<file path="src/rtl/bpsk_map_pkg.sv">
package bpsk_map_pkg;

   typedef enum logic {
      IN_PARALLEL = 1'b0,
      IN_SERIAL   = 1'b1
   } in_mode_e;

endpackage

</file>
<file path="src/rtl/bpsk_frame_loader.sv">
module bpsk_frame_loader
   import bpsk_map_pkg::*;
#(
   parameter int       BITS    = 56,
   parameter in_mode_e IN_MODE = IN_PARALLEL,
   parameter int       IN_W    = (IN_MODE == IN_PARALLEL) ? BITS : 1
) (
   input  logic            clk,
   input  logic            rst,
   input  logic            in_valid,
   input  logic [IN_W-1:0] in_data,
   input  logic            release_i,
   output logic            full_o,
   output logic [BITS-1:0] frame_o
);

   logic            full_q;
   logic [BITS-1:0] frame_q;

   assign full_o  = full_q;
   assign frame_o = frame_q;

   generate
      if (IN_MODE == IN_PARALLEL) begin : g_par
         always_ff @(posedge clk) begin
            if (rst) begin
               full_q  <= 1'b0;
               frame_q <= '0;
            end else if (release_i) begin
               full_q <= 1'b0;
            end else if (in_valid && !full_q) begin
               frame_q <= in_data;
               full_q  <= 1'b1;
            end
         end
      end else begin : g_ser
         localparam int CW = (BITS > 1) ? $clog2(BITS) : 1;
         logic [CW-1:0] pos_q;

         always_ff @(posedge clk) begin
            if (rst) begin
               full_q  <= 1'b0;
               frame_q <= '0;
               pos_q   <= '0;
            end else if (release_i) begin
               full_q <= 1'b0;
            end else if (in_valid && !full_q) begin
               frame_q[pos_q] <= in_data[0];
               if (pos_q == CW'(BITS - 1)) begin
                  pos_q  <= '0;
                  full_q <= 1'b1;
               end else begin
                  pos_q <= pos_q + 1'b1;
               end
            end
         end
      end
   endgenerate

endmodule

</file>
<file path="src/rtl/bpsk_index_seq.sv">
module bpsk_index_seq #(
   parameter int SAMPLES = 64,
   parameter int IW      = $clog2(SAMPLES)
) (
   input  logic          clk,
   input  logic          rst,
   input  logic          active_i,
   input  logic          advance_i,
   output logic [IW-1:0] idx_o,
   output logic          last_o,
   output logic          done_o
);

   logic [IW-1:0] idx_q;
   logic          step;

   assign step   = active_i && advance_i;
   assign last_o = (idx_q == IW'(SAMPLES - 1));
   assign done_o = step && last_o;
   assign idx_o  = idx_q;

   always_ff @(posedge clk) begin
      if (rst) begin
         idx_q <= '0;
      end else if (step) begin
         idx_q <= last_o ? '0 : idx_q + 1'b1;
      end
   end

endmodule

</file>
<file path="src/rtl/bpsk_sample_sel.sv">
module bpsk_sample_sel #(
   parameter int          BITS         = 56,
   parameter int          SAMPLES      = 64,
   parameter int          SW           = 16,
   parameter int          LOW_CARRIERS = 28,
   parameter int          MID_NULLS    = 7,
   parameter logic [SW-1:0] ZERO_WORD  = 16'hBFFD,
   parameter logic [SW-1:0] ONE_WORD   = 16'h3FFF,
   parameter int          IW           = $clog2(SAMPLES)
) (
   input  logic [BITS-1:0] frame_i,
   input  logic [IW-1:0]   idx_i,
   output logic [SW-1:0]   sample_o
);

   localparam int MID_FIRST = LOW_CARRIERS + 1;
   localparam int MID_LAST  = LOW_CARRIERS + MID_NULLS;

   logic [SW-1:0] lut [SAMPLES];

   generate
      for (genvar k = 0; k < SAMPLES; k++) begin : g_car
         if (k == 0 || (k >= MID_FIRST && k <= MID_LAST)) begin : g_null
            assign lut[k] = '0;
         end else if (k < MID_FIRST) begin : g_low
            assign lut[k] = frame_i[k-1] ? ONE_WORD : ZERO_WORD;
         end else begin : g_high
            assign lut[k] = frame_i[k-1-MID_NULLS] ? ONE_WORD : ZERO_WORD;
         end
      end
   endgenerate

   assign sample_o = lut[idx_i];

endmodule

</file>
<file path="src/rtl/bpsk_null_mapper.sv">
module bpsk_null_mapper
   import bpsk_map_pkg::*;
#(
   parameter int            BITS         = 56,
   parameter int            SAMPLES      = 64,
   parameter int            SW           = 16,
   parameter int            LOW_CARRIERS = 28,
   parameter int            MID_NULLS    = 7,
   parameter logic [SW-1:0] ZERO_WORD    = 16'hBFFD,
   parameter logic [SW-1:0] ONE_WORD     = 16'h3FFF,
   parameter in_mode_e      IN_MODE      = IN_PARALLEL,
   parameter int            IN_W         = (IN_MODE == IN_PARALLEL) ? BITS : 1
) (
   input  logic            clk,
   input  logic            rst,
   input  logic            in_valid,
   output logic            in_ready,
   input  logic [IN_W-1:0] in_data,
   output logic            out_valid,
   input  logic            out_ready,
   output logic [SW-1:0]   out_data,
   output logic            out_sof,
   output logic            out_eof
);

   localparam int IW = $clog2(SAMPLES);

   generate
      if (BITS + 1 + MID_NULLS != SAMPLES) begin : g_bad_count
         $error("data carriers plus nulls must equal SAMPLES");
      end
      if (LOW_CARRIERS < 1 || LOW_CARRIERS > BITS) begin : g_bad_split
         $error("LOW_CARRIERS out of range");
      end
      if (IN_W != ((IN_MODE == IN_PARALLEL) ? BITS : 1)) begin : g_bad_inw
         $error("IN_W does not match IN_MODE");
      end
   endgenerate

   logic            full;
   logic            done;
   logic            last;
   logic [IW-1:0]   idx;
   logic [BITS-1:0] frame;

   bpsk_frame_loader #(
      .BITS    (BITS),
      .IN_MODE (IN_MODE),
      .IN_W    (IN_W)
   ) u_load (
      .clk       (clk),
      .rst       (rst),
      .in_valid  (in_valid),
      .in_data   (in_data),
      .release_i (done),
      .full_o    (full),
      .frame_o   (frame)
   );

   bpsk_index_seq #(
      .SAMPLES (SAMPLES),
      .IW      (IW)
   ) u_seq (
      .clk       (clk),
      .rst       (rst),
      .active_i  (full),
      .advance_i (out_ready),
      .idx_o     (idx),
      .last_o    (last),
      .done_o    (done)
   );

   bpsk_sample_sel #(
      .BITS         (BITS),
      .SAMPLES      (SAMPLES),
      .SW           (SW),
      .LOW_CARRIERS (LOW_CARRIERS),
      .MID_NULLS    (MID_NULLS),
      .ZERO_WORD    (ZERO_WORD),
      .ONE_WORD     (ONE_WORD),
      .IW           (IW)
   ) u_sel (
      .frame_i  (frame),
      .idx_i    (idx),
      .sample_o (out_data)
   );

   assign in_ready  = !full;
   assign out_valid = full;
   assign out_sof   = full && (idx == '0);
   assign out_eof   = full && last;

endmodule

</file>
<file path="config.mk">
export PLATFORM = sky130hd
export DESIGN_NAME = bpsk_null_mapper
export DESIGN_NICKNAME = d
export VERILOG_FILES = /design/src/rtl/bpsk_map_pkg.sv /design/src/rtl/bpsk_frame_loader.sv /design/src/rtl/bpsk_index_seq.sv /design/src/rtl/bpsk_sample_sel.sv /design/src/rtl/bpsk_null_mapper.sv
export SDC_FILE = /design/constraint.sdc
export NUM_CORES = 1
export LEC_CHECK = 0
export BUFFER_PORTS_ARGS = -buffer_cell sky130_fd_sc_hd__buf_4
export CAP_MARGIN = 20
export CORE_MARGIN = 2
export CORE_UTILIZATION = 47
export DETAILED_ROUTE_END_ITERATION = 8
export PLACE_DENSITY = 0.72
export SLEW_MARGIN = 30
export SYNTH_ARGS = -nofsm -noshare
export SYNTH_HDL_FRONTEND = slang
export SYNTH_SLANG_ARGS = --single-unit
</file>
<file path="constraint.sdc">
create_clock -name clk -period 2.1 [get_ports clk]
set_clock_uncertainty 0.05 [all_clocks]
set_input_delay 0.105 -clock clk [delete_from_list [all_inputs] [get_ports clk]]
set_output_delay 0.105 -clock clk [all_outputs]
set_load 0.1 [all_outputs]
</file>
Word level (Yosys, flattened, before mapping). Index checks and enable logic that the tools add are counted.

Add/sub/neg operators: 1. Magnitude comparators: 1. Equal/unequal tests: 1. Muxes and demuxes: 60. Bitwise gates (word level): 2. Reduce and logical (&&, ||, !) cells: 9.

Operators with widths (number): two-way mux 16 bit (58); binary-select mux 16 bit (select 6 bit) (1); greater-or-equal comparator 7 bit, second input constant (1); NOT 6 -> 7 bit (1); adder 6 x 1 -> 6 bit, second input constant (1); == test 6 bit, second input constant (1); logical NOT 6 bit (1); two-way mux 6 bit (1); logical AND 1 bit (5); AND reduction 2 bit (1); OR reduction 2 bit (1); logical NOT 1 bit (1); NOT 1 bit (1).

Register bits: 63. Input port bits: 60. Word-level logic and storage cells: 77.

Depth between registers and ports, before layout. Gate-level depths: netlist of the first run.

Depth after elaboration: 4. Mapped depth: 8. Gate-level depth less buffers: 5.

Modules after synthesis. From an unflattened synthesis of the first run, not the netlist that was laid out.

Cells, all modules: 360. Area, all modules: 3606.0 sq um.

By module, submodules not included: bpsk_frame_loader (instances 1, cells an instance 246, area each 2546.2 sq um, seq. area each 1141.1 sq um); bpsk_sample_sel (instances 1, cells an instance 74, area each 740.7 sq um, seq. area each 0.0 sq um); bpsk_index_seq (instances 1, cells an instance 36, area each 289.0 sq um, seq. area each 120.1 sq um); bpsk_null_mapper (instances 1, cells an instance 4, area each 30.0 sq um, seq. area each 0.0 sq um).

Worst setup path after synthesis of the first run. No wires, ideal clock.

Path type: register -> output. Start: register u_load.full_q, in the netlist u_load.full_o. End: output port out_eof. Data arrival time: 4.051 ns. Data required time: 1.945 ns. Path slack: -2.106 ns. Stages on the path, launching flop included: 3. Cell sequence: dfxtp_1 > inv_1 > nor3_1.

Word-level cells in the longest chain between the ends: 1.

RTL lines: start, declared (line bpsk_frame_loader.sv:17) `logic full_q;`; start signal, assigned (line bpsk_frame_loader.sv:27) `full_q <= 1'b0;`; start signal, assigned (line bpsk_frame_loader.sv:30) `full_q <= 1'b0;`; start signal, assigned (line bpsk_frame_loader.sv:33) `full_q <= 1'b1;`; logical AND 1 bit (line bpsk_null_mapper.sv:91) `assign out_eof = full && last;`; end, declared (line bpsk_null_mapper.sv:23) `output logic out_eof`.

Every way passes these cells.

Final worst setup path of the first run.
Start: register u_seq.idx_q[0], in the netlist u_seq.idx_o[0]. End: output port out_data[1].

Word-level cells in the longest chain between the ends: 4.

RTL lines: start, declared (line bpsk_index_seq.sv:14) `logic [IW-1:0] idx_q;`; start signal, assigned (line bpsk_index_seq.sv:26) `idx_q <= last_o ? '0 : idx_q + 1'b1;`; NOT 6 -> 7 bit (implied by the code) (line bpsk_sample_sel.sv:33) `assign sample_o = lut[idx_i];`; binary-select mux 16 bit (select 6 bit) (line bpsk_sample_sel.sv:33); two-way mux 16 bit (implied by the code) (2 in a row) (line bpsk_sample_sel.sv:33); end, declared (line bpsk_null_mapper.sv:21) `output logic [SW-1:0] out_data,`.

Every way passes these cells. The select of a mux whose other input is x is not followed.

==> results of run 1 <==
==> final cells by class <==
class                           count  area [µm²]  area share
Clock buffer                       13         159      0.0331
Clock inverter                      3        65.1      0.0136
Inverter                            5        27.5     0.00574
Multi-Input combinational cell    254        1580       0.329
Sequential cell                    63        1270       0.265
Tap cell                           75        93.8      0.0196
Timing Repair Buffer              157        1600       0.334
==> worst paths after layout <==
| path | from | to | slack, ps |
|---|---|---|---|
| hold / removal | out_ready | u_seq.idx_o[1] | 40 |
| setup / recovery | u_seq.idx_o[0] | out_data[1] | -430 |
| hold reg to reg | u_load.frame_o[55] | u_load.frame_o[55] | 410 |
| setup reg to reg | u_seq.idx_o[0] | u_seq.idx_o[4] | 410 |
==> cells by family after synthesis <==
group / Yosys count
XOR/XNOR: 3
AND/OR/NAND/NOR: 153
AO/OA/AOI/OAI: 80
flip-flops: 63
other: 1
buffers and inverters: 47
multiplexers: 15
adder cells (fa/ha/maj): 2
==> layout by cell type (no fill, tap or decap), types with 6 or more instances in the layout <==
cell                              n
sky130_fd_sc_hd__nand2_1        118
sky130_fd_sc_hd__buf_4           75
sky130_fd_sc_hd__a21oi_1         63
sky130_fd_sc_hd__dfxtp_1         60
sky130_fd_sc_hd__dlygate4sd3_1   57
sky130_fd_sc_hd__buf_12          22
sky130_fd_sc_hd__mux4_2          12
sky130_fd_sc_hd__clkbuf_8        11
sky130_fd_sc_hd__nor2_1           6
==> timing repair <==
action                     in CTS  in global routing
gates resized for setup        49                  3
cloned                          0                  0
pin swaps                       1                  1
hold endpoints to repair       57                  0
buffers inserted                9                  2
hold buffers                   57                  0
setup endpoints to repair      15                 16
==> routing by layer <==
metal / GRT usage / vias up / wire length, µm
li1: - / 1476 / -
met2: 0.476 / 89 / 4750
met1: 0.258 / 1411 / 3230
met3: 0.0445 / 15 / 441
met4: 0.0982 / 0 / 176
met5: 0 / - / 0
==> synthesized netlist by cell type (all sizes together) (2+ instances only) <==
cell type and instances:
a21oi 64, a31oi 3, and3 5, buf 21
clkbuf 21, dfxtp 63, ha 2, inv 5
mux2i 3, mux4 12, nand2 119, nand2b 2
nor2 7, nor2b 2, nor3 4, nor4 4
nor4b 2, o21ai 2, o21bai 2, o31a 2
or3 3, xnor2 2
==> state kept, by name, indices dropped and copies added (netlist names) <==
register,count
u_load.frame_o,56
u_seq.idx_o,6
u_load.full_o,1
==> worst register-to-register path: stages (launching register included) <==
cell	delay [ps]
sky130_fd_sc_hd__dfxtp_4	340
sky130_fd_sc_hd__buf_4	180
sky130_fd_sc_hd__buf_6	150
sky130_fd_sc_hd__ha_1	200
sky130_fd_sc_hd__nand3_1	200
sky130_fd_sc_hd__or3_1	360
sky130_fd_sc_hd__a21oi_1	150
==> where the power goes <==
part / switching (W) / internal (W)
Clock: 0.000445 / 0.000733
Sequential: 0.0000391 / 0.00126
Combinational: 0.000501 / 0.000412
==> stage by stage <==
step	util	instance area [µm²]	worst slack (ps)	total power (W)	std cells
final	0.796	4800	-430	0.00339	570
after global routing	0.796	4800	-507	0.00351	570
after CTS	0.786	4740	-417	0.00337	568
after detailed placement	0.607	3650	-196	0.00199	486
after global placement	0.607	3650	-165	0.00198	486
after floorplan	-	3150	-398	0.00186	364
==> run_summary.xml, run 1 <==
<?xml version="1.0" encoding="UTF-8"?>
<metrics>
  <group name="yosys">
    <metric name="syn_area_per_cell" unit="µm²">8.18</metric>
    <metric name="postSynthCellCount" unit="">364</metric>
    <metric name="synth_simple_gate_area_share" unit="">0.219</metric>
    <metric name="postSynth.asyncResetShare" unit="">0</metric>
    <metric name="synth.yosys.seq_area_share" unit="">0.424</metric>
    <metric name="synth_compound_area_frac" unit="">0.156</metric>
    <metric name="synth_fa_ha_area_frac" unit="">0.00841</metric>
    <metric name="ys_dominant_reg_cell" unit="">sky130_fd_sc_hd__dfxtp_1</metric>
    <metric name="synth-edff-count" unit="">0</metric>
    <metric name="proportion_of_synthesized_area_in_mux_cells" unit="">0.101</metric>
    <metric name="synth.cell_area" unit="µm²">2980</metric>
    <metric name="yosysWarningCount" unit="">0</metric>
    <metric name="yosys.area.top_type_share" unit="">0.424</metric>
    <metric name="synth_xor_xnor_area_share" unit="">0.00883</metric>
    <metric name="synth.distinct_cells" unit="">40</metric>
    <metric name="synthDominantAreaCellType" unit="">sky130_fd_sc_hd__dfxtp_1</metric>
    <metric name="combinational_family_with_the_most_area_after_synthesis" unit="">simple AND/OR/NAND/NOR gates</metric>
    <metric name="netlist_top_cells_area" unit="">sky130_fd_sc_hd__dfxtp_1 42%, sky130_fd_sc_hd__nand2_1 15%, sky130_fd_sc_hd__a21oi_1 11%</metric>
    <metric name="synth_seq_cells" unit="">63</metric>
    <metric name="mappedNetlistNets" unit="">426</metric>
  </group>
  <group name="floorplan">
    <metric name="core_area" unit="µm²">6030</metric>
    <metric name="die_height" unit="µm">83.6</metric>
    <metric name="initial_core_util" unit="">0.494</metric>
    <metric name="fp-row-count" unit="">28</metric>
    <metric name="boundaryPins" unit="">80</metric>
    <metric name="die_area" unit="µm²">6990</metric>
    <metric name="chipWidth" unit="µm">83.6</metric>
  </group>
  <group name="placement">
    <metric name="post_dp_hpwl" unit="µm">4890</metric>
    <metric name="place_congestion" unit="">0.819</metric>
    <metric name="port_buffers" unit="">78</metric>
  </group>
  <group name="cells_and_area">
    <metric name="finish.net_count" unit="">552</metric>
    <metric name="synthToLayoutAreaGrowth" unit="%">61.2</metric>
    <metric name="final.fill_count" unit="">394</metric>
    <metric name="layout-drive-gt1-share" unit="">0.293</metric>
    <metric name="antenna_cells_inserted" unit="">0</metric>
  </group>
  <group name="sta">
    <metric name="setup-tns-final" unit="ps">-3570</metric>
    <metric name="finalWorstPathRequiredPeriod" unit="ps">2530</metric>
    <metric name="maxClockFrequency" unit="MHz">395</metric>
    <metric name="final_setup_margin" unit="ps">-430</metric>
    <metric name="timing.slew.headroom" unit="">0.628</metric>
    <metric name="max_slew.worst_pin.slew" unit="ps">550</metric>
    <metric name="final.period_utilization" unit="">1.20</metric>
    <metric name="setup_viol_count_final" unit="">15</metric>
    <metric name="finalHoldViolations" unit="">0</metric>
    <metric name="unrepaired_setup_endpoints_after_global_routing" unit="">true</metric>
    <metric name="slew_viol_final" unit="">0</metric>
    <metric name="finalHoldWorstSlack" unit="ps">37.3</metric>
  </group>
  <group name="worst_setup_path">
    <metric name="critical-path-top-delay-family" unit="">multiplexers</metric>
    <metric name="critical-path-max-stage-delay" unit="ps">520</metric>
    <metric name="critical-path-slowest-cell" unit="">sky130_fd_sc_hd__mux4_2</metric>
    <metric name="cp-start-kind" unit="">register</metric>
    <metric name="critical_path.endpoint_type" unit="">output port</metric>
    <metric name="worstSetupPathDepth" unit="">7</metric>
    <metric name="path_cells" unit="">buf_2 -&gt; mux4_2 -&gt; o22ai_1 -&gt; nor4_1 -&gt; o31a_1 -&gt; or3_4 -&gt; buf_12</metric>
    <metric name="critical_path_arrival" unit="ps">2370</metric>
    <metric name="critical_path_buf_inv_count" unit="">2</metric>
    <metric name="ff_to_ff_path_depth" unit="">6</metric>
    <metric name="critPathMaxFanout" unit="">5</metric>
    <metric name="critPathKind" unit="">reg -&gt; out</metric>
    <metric name="timing.critical_path.required" unit="ps">1950</metric>
  </group>
  <group name="route">
    <metric name="average_wire_length_per_cell_after_detail_routing" unit="µm">15.1</metric>
    <metric name="drt-initial-drc-count" unit="">156</metric>
    <metric name="route.vias.total" unit="">2991</metric>
    <metric name="final_antenna_net_count" unit="">0</metric>
    <metric name="totalWireLength" unit="µm">8600</metric>
    <metric name="detail_route.drc_violations" unit="">0</metric>
    <metric name="mean_number_of_vias_per_cell" unit="">5.25</metric>
    <metric name="drt_pass1_iterations" unit="">4</metric>
  </group>
  <group name="global_route">
    <metric name="grt_pass1_wl" unit="µm">13700</metric>
    <metric name="via_count_of_the_first_global_routing_pass" unit="">3008</metric>
    <metric name="globalRouteOverflowTotal" unit="">0</metric>
    <metric name="grt_usage" unit="">0.246</metric>
    <metric name="grt_start_max_net_pins" unit="">42</metric>
    <metric name="antenna_found_initial" unit="">0</metric>
  </group>
  <group name="run">
    <metric name="timing.max_cap.violations" unit="">0</metric>
  </group>
  <group name="power_and_ir_drop">
    <metric name="vdd_ir_drop_max" unit="V">0.000609</metric>
    <metric name="power.density" unit="nW/µm²">706</metric>
    <metric name="p_leak" unit="nW">1.90</metric>
  </group>
  <group name="worst_hold_path">
    <metric name="hold_path_cells" unit="">3</metric>
    <metric name="hold_class" unit="">in -&gt; reg</metric>
  </group>
  <group name="outcome">
    <metric name="violations" unit="">setup timing</metric>
    <metric name="status" unit="">finished, violations left</metric>
  </group>
  <group name="cts">
    <metric name="clkTransAtPathRegs" unit="ps">70</metric>
    <metric name="clock_insertion_delay_worst_skew" unit="ps">330</metric>
    <metric name="ctsHtreeMaxLevel" unit="">3</metric>
    <metric name="cts_sinks" unit="">63</metric>
    <metric name="max-clock-path-buffers" unit="">2</metric>
    <metric name="numCtsBuffers" unit="">9</metric>
    <metric name="clock-root-buffer" unit="">sky130_fd_sc_hd__clkbuf_8</metric>
    <metric name="clock_tree_from_tritoncts" unit="">done</metric>
  </group>
</metrics>
(Power assumes the default switching activity.)
==> run 2, diff against run 1 <==
ABC_AREA = 1   (was unset)
==> run 2 against run 1 <==
  * The flow now finishes without violations
  * Die area increased by 2.0%
  * Flip-flop and latch count unchanged
  * Sequential power about the same
  * Core utilization shrank 8.4 points
  * Design area is 6.3% lower
  * Clock-buffer cell count shrank 3
  * Critical endpoint unchanged
  * Area after synthesis grew 2.1%
  * Clock power down 23%
==> run_summary.xml, run 2 <==
<?xml version="1.0" encoding="UTF-8"?>
<metrics>
  <group name="worst_setup_path">
    <metric name="worst_setup_path_startpoint" unit="">u_seq.idx_o[0]</metric>
    <metric name="path_cells" unit="">inv_2 -&gt; buf_6 -&gt; nand2_1 -&gt; nand3_1 -&gt; nand2_1 -&gt; nand2_1 -&gt; nand2_1 -&gt; o21ai_2 -&gt; nand3_1 -&gt; nand2_1 -&gt; buf_12</metric>
    <metric name="critical_path.reg2reg.startpoint" unit="">u_load.full_o</metric>
    <metric name="critPathKind" unit="">reg -&gt; out</metric>
    <metric name="regToRegEndpoint" unit="">u_load.frame_o[31]</metric>
    <metric name="crit_top_cell" unit="">sky130_fd_sc_hd__nand2_1</metric>
    <metric name="timing.critical_path.required" unit="ps">1950</metric>
    <metric name="critical-path-slowest-cell" unit="">sky130_fd_sc_hd__dfxtp_2</metric>
    <metric name="ff_to_ff_path_depth" unit="">4</metric>
    <metric name="critical_path.endpoint_type" unit="">output port</metric>
    <metric name="critPathMaxFanout" unit="">15</metric>
    <metric name="cp-start-kind" unit="">register</metric>
    <metric name="timing.critical_path.to" unit="">out_data[1]</metric>
    <metric name="regToRegSetupSlack" unit="ps">390</metric>
    <metric name="critical_path_arrival" unit="ps">1870</metric>
    <metric name="critical-path-max-stage-delay" unit="ps">340</metric>
  </group>
  <group name="global_route">
    <metric name="grt_usage" unit="">0.230</metric>
    <metric name="antenna_found_initial" unit="">0</metric>
    <metric name="globalRouteOverflowTotal" unit="">0</metric>
    <metric name="via_count_of_the_first_global_routing_pass" unit="">3029</metric>
    <metric name="grt_start_max_net_pins" unit="">59</metric>
    <metric name="grt_pass1_wl" unit="µm">13300</metric>
  </group>
  <group name="placement">
    <metric name="place_congestion" unit="">0.903</metric>
    <metric name="port_buffers" unit="">78</metric>
    <metric name="post-place-cells" unit="">585</metric>
    <metric name="post_dp_hpwl" unit="µm">4800</metric>
  </group>
  <group name="cells_and_area">
    <metric name="layout.core_utilization" unit="">0.712</metric>
    <metric name="layout.cells.most_common_list" unit="">114 x sky130_fd_sc_hd__nor2_1, 100 x sky130_fd_sc_hd__nand2_1, 74 x sky130_fd_sc_hd__buf_4</metric>
    <metric name="finish.net_count" unit="">643</metric>
    <metric name="layout-drive-gt1-share" unit="">0.224</metric>
    <metric name="layoutNonFillerInstCount" unit="">663</metric>
    <metric name="max_ffs_per_register" unit="">56</metric>
    <metric name="antenna_cells_inserted" unit="">0</metric>
    <metric name="layout.cells.most_common" unit="">sky130_fd_sc_hd__nor2_1</metric>
    <metric name="synthToLayoutAreaGrowth" unit="%">48.0</metric>
  </group>
  <group name="floorplan">
    <metric name="boundaryPins" unit="">80</metric>
    <metric name="die_area" unit="µm²">7130</metric>
    <metric name="fp-row-count" unit="">29</metric>
    <metric name="core_area" unit="µm²">6310</metric>
    <metric name="die_height" unit="µm">84.4</metric>
    <metric name="chipWidth" unit="µm">84.4</metric>
    <metric name="initial_core_util" unit="">0.481</metric>
  </group>
  <group name="yosys">
    <metric name="synth.distinct_cells" unit="">25</metric>
    <metric name="synth.yosys.seq_area_share" unit="">0.415</metric>
    <metric name="postSynthCellCount" unit="">461</metric>
    <metric name="postSynth.asyncResetShare" unit="">0</metric>
    <metric name="synth.cell_area" unit="µm²">3040</metric>
    <metric name="ys_dominant_reg_cell" unit="">sky130_fd_sc_hd__dfxtp_1</metric>
    <metric name="netlist_top_cells_area" unit="">sky130_fd_sc_hd__dfxtp_1 41%, sky130_fd_sc_hd__nor2_1 15%, sky130_fd_sc_hd__nand2_1 12%</metric>
    <metric name="synth_seq_cells" unit="">63</metric>
    <metric name="mappedNetlistNets" unit="">523</metric>
    <metric name="synth-edff-count" unit="">0</metric>
    <metric name="yosys.cell_count.top_type" unit="">sky130_fd_sc_hd__nor2_1</metric>
    <metric name="synthDominantAreaCellType" unit="">sky130_fd_sc_hd__dfxtp_1</metric>
    <metric name="syn_area_per_cell" unit="µm²">6.59</metric>
    <metric name="yosys.area.top_type_share" unit="">0.415</metric>
    <metric name="yosysWarningCount" unit="">0</metric>
    <metric name="synth.top_cells.by_count" unit="">119 x sky130_fd_sc_hd__nor2_1, 101 x sky130_fd_sc_hd__nand2_1, 63 x sky130_fd_sc_hd__dfxtp_1</metric>
  </group>
  <group name="worst_hold_path">
    <metric name="hold_start" unit="">out_ready</metric>
    <metric name="hold_class" unit="">in -&gt; reg</metric>
    <metric name="hold_path_cells" unit="">3</metric>
  </group>
  <group name="cts">
    <metric name="clock-root-buffer" unit="">sky130_fd_sc_hd__clkbuf_8</metric>
    <metric name="clock_insertion_delay_worst_skew" unit="ps">350</metric>
    <metric name="clock_tree_from_tritoncts" unit="">done</metric>
    <metric name="ctsHtreeMaxLevel" unit="">3</metric>
    <metric name="max-clock-path-buffers" unit="">2</metric>
    <metric name="numCtsBuffers" unit="">9</metric>
    <metric name="cts_sinks" unit="">63</metric>
    <metric name="clkTransAtPathRegs" unit="ps">70</metric>
  </group>
  <group name="power_and_ir_drop">
    <metric name="vdd_ir_drop_max" unit="V">0.000586</metric>
    <metric name="power.density" unit="nW/µm²">697</metric>
    <metric name="p_leak" unit="nW">2.06</metric>
  </group>
  <group name="sta">
    <metric name="final.period_utilization" unit="">0.962</metric>
    <metric name="maxClockFrequency" unit="MHz">495</metric>
    <metric name="finalWorstPathRequiredPeriod" unit="ps">2020</metric>
    <metric name="slew_viol_final" unit="">0</metric>
    <metric name="setup_viol_count_final" unit="">0</metric>
    <metric name="finalHoldViolations" unit="">0</metric>
    <metric name="timing.slew.headroom" unit="">0.543</metric>
    <metric name="max_slew.worst_pin.slew" unit="ps">686</metric>
  </group>
  <group name="run">
    <metric name="timing.max_cap.violations" unit="">0</metric>
  </group>
  <group name="route">
    <metric name="mean_number_of_vias_per_cell" unit="">4.97</metric>
    <metric name="route.vias.total" unit="">3292</metric>
    <metric name="detail_route.drc_violations" unit="">0</metric>
    <metric name="average_wire_length_per_cell_after_detail_routing" unit="µm">12.2</metric>
    <metric name="drt-initial-drc-count" unit="">148</metric>
    <metric name="totalWireLength" unit="µm">8100</metric>
    <metric name="drt_pass1_iterations" unit="">4</metric>
    <metric name="final_antenna_net_count" unit="">0</metric>
  </group>
  <group name="outcome">
    <metric name="status" unit="">complete, no violations</metric>
  </group>
</metrics>
run 2: cells by family (layout without fill, tap and decap cells):
family                   after synthesis  after routing  synth area share
AND/OR/NAND/NOR                      263            263             0.351
flip-flops                            63             63             0.415
XOR/XNOR                               1              1           0.00288
AO/OA/AOI/OAI                         77             77             0.130
other                                  1              1           0.00123
buffers and inverters                 54            179            0.0918
adder cells (fa/ha/maj)                2              2           0.00823
run 2: worst min-delay path by stage:
stage                           to  slack (ps)
finish              u_seq.idx_o[1]         200
floorplan           u_seq.idx_o[1]         120
CTS                 u_seq.idx_o[1]         200
global route        u_seq.idx_o[1]         230
global placement    u_seq.idx_o[1]         230
detailed placement  u_seq.idx_o[1]         230
run 2: worst max-delay path: cells and delay by family (launching register included):
kind | cells | cell delay, ps
compound gates | 1 | 170
buf+inv | 3 | 440
flops | 1 | 340
simple gates | 7 | 550
run 2: layer usage:
layer	GRT usage	wire, µm	vias up
li1	-	-	1703
met1	0.280	3560	1495
met2	0.389	4080	80
met3	0.0521	329	14
met4	0.101	131	0
met5	0	0	-
run 2: layout make-up:
type	instances	area [µm²]
multi-input combinational	344	1560
inverter	16	72.6
tap	77	96.3
sequential	63	1270
timing repair buffer	147	1330
clock buffer	10	128
fill	511	1820
clock inverter	6	36.3
run 2: stage by stage:
step / setup slack, ps / cell area (µm²) / setup TNS (ps) / hold slack (ps) / power (W)
global route: -25.7 / 4500 / -41.0 / 227 / 0.00327
global placement: 397 / 3620 / 0 / 229 / 0.00211
finish: 79.5 / 4500 / 0 / 204 / 0.00314
detailed placement: 357 / 3620 / 0 / 232 / 0.00211
CTS: -21.4 / 4370 / -230 / 196 / 0.00310
floorplan: -307 / 3220 / -2390 / 124 / 0.00201
run 2: power by group:
| part | switching [W] | total, W | internal (W) |
|---|---|---|---|
| registers | 0.0000498 | 0.00133 | 0.00128 |
| logic | 0.000563 | 0.000900 | 0.000337 |
| clock network | 0.000481 | 0.000903 | 0.000422 |
| total | 0.00109 | 0.00314 | 0.00204 |
run 2: what timing repair did:
action | 4_1_cts | 5_1_grt
hold endpoints to repair | 58 | 0
setup buffers | 0 | 4
setup endpoints to repair | 14 | 17
hold buffers | 58 | 0
gates resized for setup | 2 | 23
pin swaps | 0 | 1
